==> src/rtl/trk_pkg.sv <==
package trk_pkg;
    localparam int TYPE_W = 2;
    localparam int MODE_W = 2;

    localparam logic [TYPE_W-1:0] PT_NONE = 2'd0;
    localparam logic [TYPE_W-1:0] PT_I    = 2'd1;
    localparam logic [TYPE_W-1:0] PT_P    = 2'd2;
    localparam logic [TYPE_W-1:0] PT_B    = 2'd3;

    typedef enum logic [MODE_W-1:0] {
        MD_NORMAL  = 2'd0,
        MD_SCAN_I  = 2'd1,
        MD_SCAN_IP = 2'd2,
        MD_STEP    = 2'd3
    } trk_mode_e;

    typedef enum logic [2:0] {
        FZ_NONE  = 3'd0,
        FZ_PEND  = 3'd1,
        FZ_FIELD = 3'd2,
        FZ_FRAME = 3'd3,
        FZ_BGND  = 3'd4
    } trk_frz_e;

    typedef struct packed {
        trk_mode_e mode;
        logic      dec;
        logic      skip;
        logic      upd;
    } trk_out_t;

    typedef struct packed {
        logic credit;
        logic busy;
    } trk_step_t;
endpackage

==> src/rtl/trk_mode_filter.sv <==
module trk_mode_filter
    import trk_pkg::*;
(
    input  trk_mode_e          mode,
    input  logic [TYPE_W-1:0]  pic_type,
    output logic               pass
);
    always_comb begin
        pass = 1'b0;
        unique case (mode)
            MD_NORMAL:  pass = (pic_type != PT_NONE);
            MD_SCAN_I:  pass = (pic_type == PT_I);
            MD_SCAN_IP: pass = (pic_type == PT_I) || (pic_type == PT_P);
            MD_STEP:    pass = (pic_type != PT_NONE);
            default:    pass = 1'b0;
        endcase
    end
endmodule

==> src/rtl/trk_freeze.sv <==
module trk_freeze
    import trk_pkg::*;
(
    input  logic               clk,
    input  logic               rst_n,
    input  logic               pic_start,
    input  logic [TYPE_W-1:0]  pic_type,
    input  logic               frz_req,
    input  logic               frz_frame,
    output trk_frz_e           frz_q,
    output trk_frz_e           frz_d
);
    logic active_q;
    logic ip_type;

    assign active_q = (frz_q == FZ_FIELD) || (frz_q == FZ_FRAME) || (frz_q == FZ_BGND);
    assign ip_type  = (pic_type == PT_I) || (pic_type == PT_P);

    always_comb begin
        frz_d = frz_q;
        if (pic_start) begin
            if (!frz_req) begin
                frz_d = FZ_NONE;
            end else if (!active_q) begin
                if (ip_type)
                    frz_d = frz_frame ? FZ_FRAME : FZ_FIELD;
                else if ((pic_type == PT_B) && !frz_frame)
                    frz_d = FZ_BGND;
                else
                    frz_d = FZ_PEND;
            end
        end else if ((frz_q == FZ_BGND) && !frz_req) begin
            frz_d = FZ_NONE;
        end
    end

    always_ff @(posedge clk or negedge rst_n) begin
        if (!rst_n) frz_q <= FZ_NONE;
        else        frz_q <= frz_d;
    end

    AST_FRZ_ENTRY_AT_START: assert property (@(posedge clk) disable iff (!rst_n)
        (!pic_start && !active_q) |=> !((frz_q == FZ_FIELD) || (frz_q == FZ_FRAME) || (frz_q == FZ_BGND)));
endmodule

==> src/rtl/trk_step.sv <==
module trk_step
    import trk_pkg::*;
(
    input  logic       clk,
    input  logic       rst_n,
    input  logic       pic_start,
    input  logic       step_mode_nx,
    input  logic       step_mode_q,
    input  logic       step_cmd,
    input  logic       consume,
    input  logic       pic_done,
    output logic       credit_q,
    output logic       busy_q
);
    trk_step_t st_d, st_q;

    always_comb begin
        st_d = st_q;
        if (pic_start && !step_mode_nx) begin
            st_d.credit = 1'b0;
            st_d.busy   = 1'b0;
        end else begin
            st_d.credit = (st_q.credit && !consume) || (step_cmd && step_mode_q);
            if (pic_done) st_d.busy = 1'b0;
            if (consume)  st_d.busy = 1'b1;
        end
    end

    always_ff @(posedge clk or negedge rst_n) begin
        if (!rst_n) st_q <= '0;
        else        st_q <= st_d;
    end

    assign credit_q = st_q.credit;
    assign busy_q   = st_q.busy;

    AST_CREDIT_FROM_CMD: assert property (@(posedge clk) disable iff (!rst_n)
        $rose(credit_q) |-> $past(step_cmd));
endmodule

==> src/rtl/trk_ctrl.sv <==
module trk_ctrl
    import trk_pkg::*;
(
    input  logic               clk,
    input  logic               rst_n,
    input  logic               pic_start,
    input  logic [TYPE_W-1:0]  pic_type,
    input  logic               pic_done,
    input  logic [MODE_W-1:0]  mode_sel,
    input  logic               frz_req,
    input  logic               frz_frame,
    input  logic               step_cmd,
    output logic               dec_en,
    output logic               dec_skip,
    output logic               disp_upd,
    output logic [MODE_W-1:0]  sts_mode,
    output logic               sts_frz_pend,
    output logic               sts_frz_act,
    output logic               sts_frz_frame,
    output logic               sts_step_wait
);
    trk_out_t  st_d, st_q;
    trk_mode_e mode_nx;
    trk_frz_e  frz_q, frz_d;
    logic      pass, credit_q, busy_q;
    logic      ip_hold, disp_hold, step_ok, go, consume;

    assign mode_nx = trk_mode_e'(mode_sel);

    trk_mode_filter u_filter (
        .mode     (mode_nx),
        .pic_type (pic_type),
        .pass     (pass)
    );

    trk_freeze u_freeze (
        .clk       (clk),
        .rst_n     (rst_n),
        .pic_start (pic_start),
        .pic_type  (pic_type),
        .frz_req   (frz_req),
        .frz_frame (frz_frame),
        .frz_q     (frz_q),
        .frz_d     (frz_d)
    );

    trk_step u_step (
        .clk          (clk),
        .rst_n        (rst_n),
        .pic_start    (pic_start),
        .step_mode_nx (mode_nx == MD_STEP),
        .step_mode_q  (st_q.mode == MD_STEP),
        .step_cmd     (step_cmd),
        .consume      (consume),
        .pic_done     (pic_done),
        .credit_q     (credit_q),
        .busy_q       (busy_q)
    );

    always_comb begin
        ip_hold   = (frz_d == FZ_FIELD) || (frz_d == FZ_FRAME);
        disp_hold = ip_hold || (frz_d == FZ_BGND);
        step_ok   = (mode_nx != MD_STEP) || credit_q;
        go        = pass && !ip_hold && step_ok;
        consume   = pic_start && go && (mode_nx == MD_STEP);

        st_d      = st_q;
        st_d.dec  = 1'b0;
        st_d.skip = 1'b0;
        st_d.upd  = 1'b0;
        if (pic_start) begin
            st_d.mode = mode_nx;
            st_d.dec  = go;
            st_d.skip = !go;
            st_d.upd  = go && !disp_hold;
        end
    end

    always_ff @(posedge clk or negedge rst_n) begin
        if (!rst_n) begin
            st_q <= '{mode: MD_NORMAL, dec: 1'b0, skip: 1'b0, upd: 1'b0};
        end else begin
            st_q <= st_d;
        end
    end

    assign dec_en        = st_q.dec;
    assign dec_skip      = st_q.skip;
    assign disp_upd      = st_q.upd;
    assign sts_mode      = st_q.mode;
    assign sts_frz_pend  = (frz_q == FZ_PEND);
    assign sts_frz_act   = (frz_q == FZ_FIELD) || (frz_q == FZ_FRAME) || (frz_q == FZ_BGND);
    assign sts_frz_frame = (frz_q == FZ_FRAME);
    assign sts_step_wait = (st_q.mode == MD_STEP) && !credit_q && !busy_q;

    AST_ONE_RESULT: assert property (@(posedge clk) disable iff (!rst_n)
        pic_start |=> (dec_en ^ dec_skip));
    AST_NO_SPURIOUS: assert property (@(posedge clk) disable iff (!rst_n)
        !pic_start |=> !(dec_en || dec_skip));
    AST_INVALID_SKIP: assert property (@(posedge clk) disable iff (!rst_n)
        (pic_start && pic_type == PT_NONE) |=> dec_skip);
    AST_SCAN_I_FILTER: assert property (@(posedge clk) disable iff (!rst_n)
        (pic_start && mode_sel == 2'd1 && pic_type != PT_I) |=> dec_skip);
    AST_MODE_STABLE: assert property (@(posedge clk) disable iff (!rst_n)
        !pic_start |=> $stable(sts_mode));
    AST_FRZ_NO_UPD: assert property (@(posedge clk) disable iff (!rst_n)
        sts_frz_act |-> !disp_upd);
    AST_WAIT_SKIP: assert property (@(posedge clk) disable iff (!rst_n)
        (pic_start && mode_sel == 2'd3 && sts_step_wait) |=> dec_skip);
    AST_UPD_WITH_DEC: assert property (@(posedge clk) disable iff (!rst_n)
        disp_upd |-> dec_en);
endmodule

==> config.mk <==
export PLATFORM = sky130hd
export DESIGN_NAME = trk_ctrl
export DESIGN_NICKNAME = d
export VERILOG_FILES = /design/src/rtl/trk_pkg.sv /design/src/rtl/trk_mode_filter.sv /design/src/rtl/trk_freeze.sv /design/src/rtl/trk_step.sv /design/src/rtl/trk_ctrl.sv
export SDC_FILE = /design/constraint.sdc
export NUM_CORES = 1
export LEC_CHECK = 0
export BUFFER_PORTS_ARGS = -buffer_cell sky130_fd_sc_hd__buf_2
export CAP_MARGIN = 10
export CORE_UTILIZATION = 40
export DETAILED_ROUTE_END_ITERATION = 10
export MAX_ROUTING_LAYER = met4
export PLACE_DENSITY = 0.64
export SLEW_MARGIN = 25
export SYNTH_ARGS = -nofsm -noshare
export SYNTH_HDL_FRONTEND = slang
export SYNTH_SLANG_ARGS = --single-unit
==> constraint.sdc <==
create_clock -name clk -period 1.7 [get_ports clk]
set_input_delay 0.255 -clock clk [delete_from_list [all_inputs] [get_ports clk]]
set_output_delay 0.255 -clock clk [all_outputs]
set_load 0.01 [all_outputs]
==> run summary <==
Setup_tns: 0 ps
GRT Util Overall: 16.06%
Area grow syn2layout: 25.29%
Post-CTS setup buffer count: 0
Die Area: 1785 µm²
Clock-pin slew on the worst setup and hold paths: 60 ps
Status: completed
Top cell type's share of synthesized area: 38.61%
Critical path arrival: 1260 ps
Netlist Area Pre-Place: 648.1 µm²
Total CTS buffers: 3
Site Rows: 14
Clk_lat worst skew: 260 ps
Power share of the clock group: 31.5%
Seq cells post-synth: 10
Cts hold-fix bufs: 1
Worst path cell trace: nor3b_1 > buf_2
Hold Path Class: input port to flop
Cell area after layout: 812.0 µm²
PD cells: 831.2 nW/µm²
Layout Nets: 106
First-pass GRT wire length: 2049 µm
Placed cell area: 765.7 µm²
Max-slew violation count: 0
Initial antenna violation count: 0
Layout Cells excl Fill: 104
Post-synth cell types: 28
# Max-Cap Violations: 0
Internal power: 0.4736 mW
Final worst-path cycle share: 89.15%
LEAKAGE: 0.4037 nW
NetSw: 0.2014 mW
Via/cell ratio: 5.019
Setup Skew: 0.2947 ps
Most frequent cell after synthesis: dfrtp_1
Residual DRC: 0
Most used DFF post-synth: dfrtp_1
Slew headroom: 79.02%
Fmax: 659.8 MHz
Yosys warns: 0
Post-Syn Area per Cell: 10.13 µm²
Reg power frac: 42.4%
# IOs: 20
Die X-Extent: 42.25 µm
WP data required: 1440 ps
Critical Path Start Type: flop
Post_cts resized: 0
Detailed Routing Iterations Pass 1: 4
Synth Instances: 64
Vias: 522
DR WL/cell: 11.55 µm
Worst path slowest cell: dfrtp_1
Top post-synthesis cells by area: dfrtp_1 39%, ha_1 12%, inv_1 5.2%
Cell taking the most area after synthesis: dfrtp_1
Vias in the first global route: 460
Final Hold Vio Count: 0
Maximum vdd drop: 0.4456 mV
Critical path class: flop to output port
Core area: 1506 µm²
CTS tree: built
Final min period: 1516 ps
Port-buffer cells: 19
Post-synth net total: 81
CP max stage delay: 460 ps
Sequential share of the synthesized area: 38.61%
Post-synth ARST share: 100.0%
Detailed Route WL: 1201 µm
Setup-failing EPs final: 0
Number of synthesized flops with an enable pin: 0
Ratio of cells with drive above 1 in the final layout: 36.36%
Switching part of the total: 29.84%
Critical path endpoint category: output port
Synth top cells by count: 10 x dfrtp_1, 9 x inv_1, 6 x ha_1, 4 x nand2b_1
Initial Utilization: 43.02%
Clock root cell: clkbuf_4
Placed cell count: 99
GRT overflow: 0
CTS sink cnt: 10
Worst-case clock buffer depth: 2
GP Congestion: 0.7854
Number of antenna repair diodes: 0
Worst-path fanout max: 9
CTS H-tree depth: 1
Largest net degree at the start of global routing: 16
DIE HEIGHT: 42.25 µm
Combinational fraction of design power: 26.1%
Slew @ Worst Pin: 310.7 ps
DRT antenna net count: 0
Hold WS: 273.2 ps
Hpwl dp: 925.1 µm
Drt initial violations: 5
Setup repair after global routing missed its margin: false
[final timing paths]
path | slack, ps | start | to | depth (start not counted)
hold / removal | 270 | pic_done | u_step.busy_q | 3
setup / recovery | 180 | u_freeze.frz_q[1] | sts_frz_frame | 2
hold reg to reg | 580 | u_step.busy_q | u_step.busy_q | 2
min in group asynchronous | 370 | rst_n | u_freeze.frz_q[0] | 2
setup reg to reg | 210 | u_freeze.frz_q[1] | disp_upd | 4
max in group asynchronous | 1140 | rst_n | sts_mode[1] | 2
[area by class of cell]
class | count | area, µm²
sequential | 10 | 250.2
tap | 16 | 20.02
multi-input combinational | 44 | 359.1
fill | 144 | 694.4
timing repair buffer | 21 | 112.6
inverter | 9 | 33.78
clock buffer | 4 | 36.28
[cells in the final DEF (no fill, tap or decap), types with 2 or more instances in the layout]
cell type,netlist,final
a21oi_1,2,2
a31oi_1,2,2
and2_1,2,2
buf_2,1,19
clkbuf_4,0,3
dfrtp_1,10,10
ha_1,6,6
inv_1,9,9
mux2_2,2,2
nand2_1,3,3
nand2b_1,4,4
nor2b_1,3,3
nor3_1,2,2
nor3b_1,2,2
o21ai_0,2,2
[sequential cells by signal, indices dropped and copies added (netlist names)]
| name | flops |
|---|---|
| u_step.credit_q | 1 |
| dec_en | 1 |
| u_freeze.frz_q | 3 |
| u_step.busy_q | 1 |
| dec_skip | 1 |
| sts_mode | 2 |
| disp_upd | 1 |
[logic make-up (layout without fill, tap and decap cells)]
logic type               after synthesis  count (layout)  share of synthesized area, %
AO/OA/AOI/OAI                         15              15                         19.89
adder cells (fa/ha/maj)                6               6                         11.58
buffers and inverters                 10              34                         5.983
flip-flops                            10              10                         38.61
multiplexers                           2               2                         3.475
AND/OR/NAND/NOR                       21              21                         20.46
[per-layer routing]
layer	up-vias	wire length, µm	track usage (%)
met4	0	0	3.750
met3	0	65	6.466
li1	275	-	-
met2	18	545	23.69
met5	-	0	-
met1	229	589	20.83
[worst max-delay path: cells and delay by family, from the launching register on]
kind / cells / cell delay (ps)
simple gates: 1 / 340
flops: 1 / 460
buf+inv: 1 / 200
[per-stage QoR]
step | util (%) | setup WS, ps | total power, mW
floorplan | - | 200.6 | 0.3998
global placement | 50.83 | 45.69 | 0.4647
detailed placement | 50.83 | 4.985 | 0.4675
CTS | 53.90 | 161.9 | 0.6888
global route | 53.90 | 30.30 | 0.7219
finish | 53.90 | 184.5 | 0.6750
[power by group through the flow]
| stage | registers (mW) | logic [mW] | clock network [mW] |
|---|---|---|---|
| 3_5_place_dp | 0.290 | 0.177 | 0 |
| 4_1_cts | 0.286 | 0.180 | 0.223 |
| 3_3_place_gp | 0.291 | 0.174 | 0 |
| 6_report | 0.286 | 0.176 | 0.213 |
| 2_1_floorplan | 0.291 | 0.108 | 0 |
| 5_1_grt | 0.291 | 0.197 | 0.234 |
Power figures use the tool's default switching activity.
